$ cat src/rtl/lbuart_pkg.sv
package lbuart_pkg;
  localparam logic [2:0] OFS_DATA = 3'd0;
  localparam logic [2:0] OFS_IEN  = 3'd1;
  localparam logic [2:0] OFS_FCTL = 3'd2;
  localparam logic [2:0] OFS_LCTL = 3'd3;
  localparam logic [2:0] OFS_MCTL = 3'd4;
  localparam logic [2:0] OFS_LSTS = 3'd5;
  localparam logic [2:0] OFS_MSTS = 3'd6;
  localparam logic [2:0] OFS_SCR  = 3'd7;

  localparam logic [7:0] ID_NONE = 8'hC1;
  localparam logic [7:0] ID_LINE = 8'hC6;
  localparam logic [7:0] ID_RXD  = 8'hC4;
  localparam logic [7:0] ID_TXE  = 8'hC2;
  localparam logic [7:0] ID_MDM  = 8'hC0;

  localparam logic [7:0] MSTS_BASE = 8'hA2;
  localparam logic [7:0] MSTS_CTS  = 8'h11;

  typedef struct packed {
    logic push;
    logic pop;
    logic clr;
  } fifoStrobe_t;
endpackage

$ cat src/rtl/lbuart_fifo.sv
module lbuart_fifo
  import lbuart_pkg::*;
#(
  parameter int DEPTH = 16,
  localparam int CW = $clog2(DEPTH + 1),
  localparam int PW = (DEPTH > 1) ? $clog2(DEPTH) : 1
) (
  input  logic          clk,
  input  logic          rstN,
  input  fifoStrobe_t   stb,
  input  logic [7:0]    pushData,
  output logic [7:0]    headData,
  output logic [CW-1:0] count
);
  logic [7:0]    mem [DEPTH];
  logic [PW-1:0] wrPtr, rdPtr;

  function automatic logic [PW-1:0] nextPtr(input logic [PW-1:0] p);
    return (p == PW'(DEPTH - 1)) ? '0 : p + PW'(1);
  endfunction

  always_ff @(posedge clk) begin
    if (!rstN) begin
      wrPtr <= '0;
      rdPtr <= '0;
      count <= '0;
    end else if (stb.clr) begin
      wrPtr <= '0;
      rdPtr <= '0;
      count <= '0;
    end else begin
      if (stb.push) begin
        wrPtr <= nextPtr(wrPtr);
        count <= count + CW'(1);
      end else if (stb.pop) begin
        rdPtr <= nextPtr(rdPtr);
        count <= count - CW'(1);
      end
    end
  end

  always_ff @(posedge clk) begin
    if (stb.push && !stb.clr) mem[wrPtr] <= pushData;
  end

  assign headData = mem[rdPtr];
endmodule

$ cat src/rtl/lbuart_ctrl.sv
module lbuart_ctrl
  import lbuart_pkg::*;
#(
  parameter int DEPTH = 16,
  localparam int CW = $clog2(DEPTH + 1)
) (
  input  logic          clk,
  input  logic          rstN,
  input  logic [2:0]    addr,
  input  logic          wrEn,
  input  logic [7:0]    wrData,
  input  logic          rdEn,
  input  logic [CW-1:0] count,
  input  logic [7:0]    headData,
  output fifoStrobe_t   stb,
  output logic [7:0]    rdData,
  output logic          irq,
  output logic          dlab,
  output logic          fifoEn
);
  logic [3:0]    ienReg;
  logic [7:0]    lctlReg, mctlReg, scrReg;
  logic [15:0]   divisor;
  logic          overrun;
  logic [CW-1:0] trigLvl;
  logic          evtQ;

  logic [CW-1:0] depthEff;
  logic          full, empty, dataWr, ovf, rdAct;
  logic          pLine, pRxd, pTxe, pMdm;
  logic          evRxd, evLine, evTxe, evPop, evMdm;
  logic [7:0]    idVal, lsts, msts;
  logic [CW-1:0] newTrig;

  assign dlab     = lctlReg[7];
  assign depthEff = fifoEn ? CW'(DEPTH) : CW'(1);
  assign full     = count >= depthEff;
  assign empty    = (count == '0);
  assign dataWr   = wrEn && addr == OFS_DATA && !dlab;
  assign ovf      = dataWr && full;
  assign rdAct    = rdEn && !wrEn;

  always_comb begin
    stb.push = dataWr && !full;
    stb.pop  = rdAct && addr == OFS_DATA && !dlab && !empty;
    stb.clr  = wrEn && addr == OFS_FCTL && (wrData[1] || wrData[2]);
  end

  always_comb begin
    case (wrData[7:6])
      2'b00:   newTrig = CW'(1);
      2'b01:   newTrig = CW'(4);
      2'b10:   newTrig = CW'(8);
      default: newTrig = CW'(14);
    endcase
  end

  // pending sources, priority order
  assign pLine = ienReg[2] && overrun;
  assign pRxd  = ienReg[0] && (count >= trigLvl);
  assign pTxe  = ienReg[1] && empty;
  assign pMdm  = ienReg[3] && (mctlReg[1] || mctlReg[0]);

  always_comb begin
    if (pLine)     idVal = ID_LINE;
    else if (pRxd) idVal = ID_RXD;
    else if (pTxe) idVal = ID_TXE;
    else if (pMdm) idVal = ID_MDM;
    else           idVal = ID_NONE;
  end

  // one-shot events
  assign evRxd  = stb.push && ienReg[0] && ((count + CW'(1)) == trigLvl);
  assign evLine = ovf && ienReg[2];
  assign evTxe  = wrEn && addr == OFS_IEN && !dlab && wrData[1] && empty;
  assign evPop  = stb.pop && ienReg[1] && (count == CW'(1));
  assign evMdm  = wrEn && addr == OFS_MCTL && ienReg[3] &&
                  (wrData[3] || wrData[1] || wrData[0]);

  always_ff @(posedge clk) begin
    if (!rstN) begin
      ienReg  <= '0;
      lctlReg <= '0;
      mctlReg <= '0;
      scrReg  <= '0;
      divisor <= '0;
      overrun <= 1'b0;
      trigLvl <= CW'(1);
      fifoEn  <= 1'b1;
      evtQ    <= 1'b0;
    end else begin
      evtQ <= evRxd || evLine || evTxe || evPop || evMdm;
      if (stb.push) overrun <= 1'b0;
      else if (ovf) overrun <= 1'b1;
      if (wrEn) begin
        case (addr)
          OFS_DATA: if (dlab) divisor[7:0] <= wrData;
          OFS_IEN: begin
            if (dlab) divisor[15:8] <= wrData;
            else      ienReg <= wrData[3:0];
          end
          OFS_FCTL: begin
            fifoEn  <= wrData[0];
            trigLvl <= wrData[0] ? newTrig : CW'(1);
          end
          OFS_LCTL: begin
            lctlReg <= wrData;
            if (wrData[7]) divisor <= '0;
          end
          OFS_MCTL: mctlReg <= wrData;
          OFS_SCR:  scrReg  <= wrData;
          default: ;
        endcase
      end
    end
  end

  assign lsts = {1'b0, empty, empty, 3'b000, overrun, !empty};
  assign msts = MSTS_BASE | ((!mctlReg[5] || !full) ? MSTS_CTS : 8'h00);

  always_comb begin
    case (addr)
      OFS_DATA: rdData = dlab ? divisor[7:0] : (empty ? 8'h00 : headData);
      OFS_IEN:  rdData = dlab ? divisor[15:8] : {4'b0000, ienReg};
      OFS_FCTL: rdData = idVal;
      OFS_LCTL: rdData = lctlReg;
      OFS_MCTL: rdData = mctlReg;
      OFS_LSTS: rdData = lsts;
      OFS_MSTS: rdData = msts;
      default:  rdData = scrReg;
    endcase
  end

  assign irq = evtQ || (idVal != ID_NONE);
endmodule

$ cat src/rtl/lbuart_regs.sv
module lbuart_regs
  import lbuart_pkg::*;
#(
  parameter int DEPTH = 16,
  localparam int CW = $clog2(DEPTH + 1)
) (
  input  logic       clk,
  input  logic       rstN,
  input  logic [2:0] addr,
  input  logic       wrEn,
  input  logic [7:0] wrData,
  input  logic       rdEn,
  output logic [7:0] rdData,
  output logic       irq
);
  fifoStrobe_t   stb;
  logic [CW-1:0] fifoCount;
  logic [7:0]    headData;
  logic          dlab, fifoEn;

  lbuart_ctrl #(.DEPTH(DEPTH)) u_ctrl (
    .clk(clk), .rstN(rstN), .addr(addr), .wrEn(wrEn), .wrData(wrData),
    .rdEn(rdEn), .count(fifoCount), .headData(headData), .stb(stb),
    .rdData(rdData), .irq(irq), .dlab(dlab), .fifoEn(fifoEn)
  );

  lbuart_fifo #(.DEPTH(DEPTH)) u_fifo (
    .clk(clk), .rstN(rstN), .stb(stb), .pushData(wrData),
    .headData(headData), .count(fifoCount)
  );
endmodule

$ cat config.mk
export PLATFORM = sky130hd
export DESIGN_NAME = lbuart_regs
export DESIGN_NICKNAME = d
export VERILOG_FILES = /design/src/rtl/lbuart_pkg.sv /design/src/rtl/lbuart_fifo.sv /design/src/rtl/lbuart_ctrl.sv /design/src/rtl/lbuart_regs.sv
export SDC_FILE = /design/constraint.sdc
export NUM_CORES = 1
export LEC_CHECK = 0
export BUFFER_PORTS_ARGS = -buffer_cell sky130_fd_sc_hd__buf_2
export CORE_ASPECT_RATIO = 1.4
export CORE_MARGIN = 3
export CORE_UTILIZATION = 60
export DETAILED_ROUTE_END_ITERATION = 10
export HOLD_SLACK_MARGIN = 0.05
export PLACE_DENSITY = 0.79
export SYNTH_ARGS = -nofsm -noshare
export SYNTH_HDL_FRONTEND = slang
export SYNTH_SLANG_ARGS = --single-unit
$ cat constraint.sdc
create_clock -name clk -period 3.8 [get_ports clk]
set_input_delay 0 -clock clk [delete_from_list [all_inputs] [get_ports clk]]
set_output_delay 0 -clock clk [all_outputs]
set_load 0.1 [all_outputs]
**Yosys cells after proc, flatten, opt, wreduce, memory -nomap -nowiden**

Memories as Yosys holds them, arrays and structs flattened. A register that Yosys moved wholly into a read port is not among the register bits.
Index checks and enable logic that the tools add are counted.

- Flip-flop bits (word level): 65
- Latch bits: 0
- Memory bits (writable): 128
- Memory bits (read-only): 0
- Output and inout bits: 9
- Logic and storage cells: 123
- Memories kept: 1

- Add/subtract/negate cells: 4
- Multipliers: 0
- Divide/modulo/power cells: 0
- $lt $le $gt $ge: 2
- Equality and inequality tests: 17
- Shift-type cells: 0
- Multiplexer cells: 24
- Bitwise operators: 3
- Reductions and logical operators: 59

Memories:

| memory | words | width | rd ports | clocked after Yosys merged registers in | wr ports | line | text |
|---|---|---|---|---|---|---|---|
| u_fifo.mem | 16 | 8 | 1 | 1 | 1 | lbuart_fifo.sv:15 | `logic [7:0] mem [DEPTH];` |

Operator list:

| operator | count |
|---|---|
| $mux W8 | 7 |
| $pmux W8 S7 | 1 |
| $pmux W8 S2 | 2 |
| $logic_and A1 B1 Y1 | 27 |
| $mux W4 | 5 |
| $mux W5 | 4 |
| $mux W16 | 1 |
| $eq A3 B3 Y1 const B | 4 |
| $pmux W4 S3 | 1 |
| $ge A5 B5 Y1 | 2 |
| $logic_or A1 B1 Y1 | 10 |
| $reduce_and A2 Y1 | 5 |
| $add A4 B1 Y4 const B | 2 |
| $eq A4 B4 Y1 const B | 2 |
| $ne A8 B8 Y1 const B | 1 |
| $reduce_and A4 Y1 | 2 |
| $eq A3 B2 Y1 const B | 2 |
| $logic_not A1 Y1 | 6 |
| $reduce_bool A2 Y1 | 3 |
| $add A5 B1 Y5 const B | 1 |
| $eq A5 B1 Y1 const B | 1 |
| $eq A5 B5 Y1 | 1 |
| $logic_not A5 Y1 | 1 |
| $sub A5 B1 Y5 const B | 1 |
| 11 further kinds | 17 |

**Logic depth before layout (Yosys ltp)**

- Depth in word-level cells: 10
- Gate-level depth with buffers: 9

**By module**

Synthesis repeated with hierarchy kept, for this count alone.

- Cell total of the unflattened synthesis: 684
- Area, all modules: 8787.2 sq um

By module, submodules not included:

| module | times used | cells an instance | area an instance (sq um) | seq. area each (sq um) |
|---|---|---|---|---|
| lbuart_fifo | 1 | 306 | 5794.3 | 4184.0 |
| lbuart_ctrl | 1 | 378 | 2992.9 | 1021.0 |

**Worst setup path after synthesis**

OpenSTA, ideal clock, no wires.

- Kind: register to output
- Start point: register with a tool-made name
- End point: output port rdData[5]
- Arrival: 3667 ps
- Data required time: 3800 ps
- Setup slack: 133 ps
- Stages on the path, launching flop included: 9
- Buffers on the path: 3
- Cells stage by stage: dfxtp_1 buf_2 buf_4 buf_2 mux2i_1 or2_2 a31oi_1 a221oi_1 o21ai_0

RTL lines:

| element | line | text |
|---|---|---|
| end: declaration | lbuart_regs.sv:13 | `output logic [7:0] rdData,` |

**Worst setup path after layout**

- Start point: register u_fifo.count[0]
- End point: output port rdData[0]

- Cells in the longest elaborated chain, start to end: 6
- Elaborated cells between the ends (all ways): 15
- Those cells by class: order compare: 2; mux: 7; reduce/logical: 6

RTL lines:

| element | line | text |
|---|---|---|
| start: declaration | lbuart_fifo.sv:13 | `output logic [CW-1:0] count` |
| start signal: assignment | lbuart_fifo.sv:34 | `count <= count + CW'(1);` |
| start signal: assignment | lbuart_fifo.sv:37 | `count <= count - CW'(1);` |
| branches (longest 5 deep; another with $ge A5 B5 Y1) | -- |  |
| $pmux W8 S7 * | lbuart_ctrl.sv:122 | `case (addr)` |

Mark *: on every way between the ends.

==> metrics.log <==
INFO  metric multi_input_area = 3160 um2
INFO  metric ys_warn_count = 0
INFO  metric grt_pass1_vias = 5803
INFO  metric detail_route.iter0.violations = 517
INFO  metric fin_setup_tns = 0 ps
INFO  metric fp.dieW = 107 um
INFO  metric core = 14000 um2
INFO  metric drt-wirelength-per-cell = 23.4 um
INFO  metric fmax = 0.296 GHz
INFO  metric ys_async_sr_fraction = 0
INFO  metric tritoncts = done
INFO  metric floorplan.initialDensity = 0.615
INFO  metric min_period_over_period = 0.889
INFO  metric critPathArrivalTime = 3380 ps
INFO  metric post_synth_inst_count = 688
INFO  metric max_cap_violations = 0
INFO  metric drive_gt1_frac = 0.156
INFO  metric run_status = finished clean
INFO  metric via_count = 5819
INFO  metric ctsHoldBuffers = 3
INFO  metric net_count_of_the_mapped_netlist = 718
INFO  metric global_placer_s_final_weighted_congestion = 0.898
INFO  metric sequential_cell_area = 5210 um2
INFO  metric holdWs = 72.7 ps
INFO  metric period_needed = 3380 ps
INFO  metric rsz0062_at_grt = false
INFO  metric synth_largest_type_area_fraction = 0.447
INFO  metric drtAntennaViolNets = 0
INFO  metric max-vdd-ir-drop = 0.328 mV
INFO  metric cts.repair_timing.setup_buffer_count = 0
INFO  metric yosys-top-cells-area = edfxtp_1, dfxtp_1, mux4_2
INFO  metric finish.utilization = 0.680
INFO  metric clock_tree.root_cell = clkbuf_16
INFO  metric layoutNonFillerInstCount = 902
INFO  metric total_of_flip_flops_plus_latches_after_synthesis = 196
INFO  metric overall_overflow_remaining_after_global_route = 0
INFO  metric placement.io_buffers = 23
INFO  metric hold_viol_final = 0
INFO  metric row_count = 51
INFO  metric syn-mean-instance-area = 12.5 um2
INFO  metric synth_edf_count = 128
INFO  metric number_of_pins_with_negative_max_slew_slack_in_the_final_report = 0
INFO  metric dr.pass1.iters = 5
INFO  metric die_area = 15800 um2
INFO  metric synth_seq_area_share = 0.605
INFO  metric num-fill-cells = 986
INFO  metric numCtsBuffers = 17
INFO  metric clock_sink_count = 196
INFO  metric dp_hpwl = 13900 um
INFO  metric fp.dieH = 148 um
INFO  metric synth_most_common_cell = edfxtp_1
INFO  metric antenna_found_initial = 0
INFO  metric hold_class = in2reg
INFO  metric h_tree_levels = 4
INFO  metric post-route-drc-count = 0
INFO  metric grt_max_degree = 49
INFO  metric design.final.nets = 734
INFO  metric grt_first_pass_wirelength = 32800 um
INFO  metric worst_skew_pair.late_latency = 440 ps
INFO  metric gr-usage-all-layers = 0.281
INFO  metric criticalPathCategory = reg2out
INFO  metric max_fanout_on_critical_path = 7
INFO  metric clock_power_share = 0.422
INFO  metric max_slew.worst_pin.slew = 904 ps
INFO  metric power.switching_fraction = 0.227
INFO  metric distinct_cells_synth = 60
INFO  metric synth_common_cells = edfxtp_1, nand2_1, dfxtp_1, nor2_1, a21oi_1
INFO  metric worst_setup_hold_path_clk_slew = 70 ps
INFO  metric pin_count = 24
INFO  metric area_growth_synth_to_finish = 10.4%
INFO  metric finalClockSkew = 7.11 ps
INFO  metric combPwrFrac = 0.056
INFO  metric critPathRequiredTime = 3800 ps
INFO  metric finalSetupViolations = 0
INFO  metric dominantRegCellSynth = edfxtp_1
INFO  metric synth_area = 8600 um2
INFO  metric vias_per_cell = 6.45
INFO  metric worst_slew_margin_rel = 0.395
INFO  metric power.internal = 0.00339 W
INFO  metric post_cts_resize_count = 0
INFO  metric dp_cells = 867
INFO  metric setup.worst_path.end_class = output port
INFO  metric cts_buffer_depth = 2
INFO  metric p_leak = 3.11 nW
INFO  metric drt_wl_total = 21100 um
INFO  metric yosys.area.top_type = edfxtp_1
INFO  metric critical_path.startpoint_type = register
INFO  metric power.total = 0.00439 W
INFO  metric net-switching-power = 0.000997 W
INFO  metric pwr-share-seq = 0.522
INFO  metric pwr_density_cell = 462 nW/um2
INFO  metric diodes = 0
## power groups by stage
stage / Sequential, W / Clock (W) / Combinational [W]
2_1_floorplan: 0.00233 / 0 / 0.000160
3_3_place_gp: 0.00233 / 0 / 0.000233
5_1_grt: 0.00229 / 0.00196 / 0.000260
6_report: 0.00229 / 0.00185 / 0.000244
4_1_cts: 0.00229 / 0.00187 / 0.000242
3_5_place_dp: 0.00234 / 0 / 0.000239
## cell usage in the layout (no fill, tap or decap), types with 10 or more instances in the layout
| cell | count |
|---|---|
| mux2i_1 | 40 |
| nand2_1 | 78 |
| edfxtp_1 | 128 |
| clkbuf_16 | 17 |
| nor2_1 | 65 |
| mux4_2 | 30 |
| buf_4 | 12 |
| nand3_1 | 12 |
| buf_2 | 23 |
| inv_1 | 15 |
| a21oi_1 | 43 |
| o21ai_0 | 26 |
| dfxtp_1 | 67 |
| nor3_1 | 10 |
| ha_1 | 15 |
## flip-flops by register name, summed over array words and instances (netlist names), named ones only
signal / count
u_ctrl.divisor: 16
u_ctrl.lctlReg: 8
u_ctrl.scrReg: 8
u_ctrl.overrun: 1
u_fifo.wrPtr: 4
u_fifo.rdPtr: 4
u_fifo.count: 5
u_ctrl.ienReg: 4
u_ctrl.trigLvl: 4
u_ctrl.fifoEn: 1
u_ctrl.evtQ: 1
u_ctrl.mctlReg: 8
u_fifo.mem: 128
## stage by stage
| stage | worst slack, ps | area (um2) |
|---|---|---|
| floorplan | 133 | 8600 |
| global placement | 961 | 8860 |
| detailed placement | 809 | 8860 |
| CTS | 510 | 9500 |
| global route | 189 | 9500 |
| finish | 424 | 9500 |
## cell type report
type,count,share of cell area
clock buffer,20,0.0460
tap,185,0.0244
sequential,196,0.548
clock inverter,12,0.0178
inverter,15,0.00593
multi-input combinational,436,0.333
timing repair buffer,38,0.0248
## worst paths after layout
check | slack [ps] | start | endpoint | cells past startpoint
worst min-delay path | 70 | wrData[3] | u_ctrl.lctlReg[3]$_SDFFE_PN0P_ | 3
worst min register to register | 460 | u_ctrl.mctlReg[7]$_SDFFE_PN0P_ | u_ctrl.mctlReg[7]$_SDFFE_PN0P_ | 2
worst max-delay path | 420 | u_fifo.count[0]$_SDFFE_PP0P_ | rdData[0] | 9
worst max register to register | 730 | u_fifo.count[0]$_SDFFE_PP0P_ | u_fifo.mem[7][4]$_DFFE_PP_ | 7
## per-layer routing
layer	part of all wire	global-route usage	routed length [um]	up-vias
li1	-	-	-	2590
met1	0.37	0.338	7750	2850
met2	0.52	0.480	11000	306
met3	0.065	0.0572	1380	73
met4	0.047	0.138	991	0
met5	0	0	0	-
## cells by family after synthesis
logic type	synth area share
compound gates	0.0841
xor+xnor	0.0102
fa+ha+maj	0.0218
buf+inv	0.0269
flops	0.605
mux	0.132
simple gates	0.120
## critical path, cell delays in order (launching register included)
cell and delay, ps:
dfxtp_1 350, inv_1 190, ha_1 210, nor4b_2 700, or3_1 330, nor3_1 90, nor4_1 440, o21bai_1 170
o221ai_1 130, buf_2 320
No activity file was read; power rests on OpenSTA's default activity.
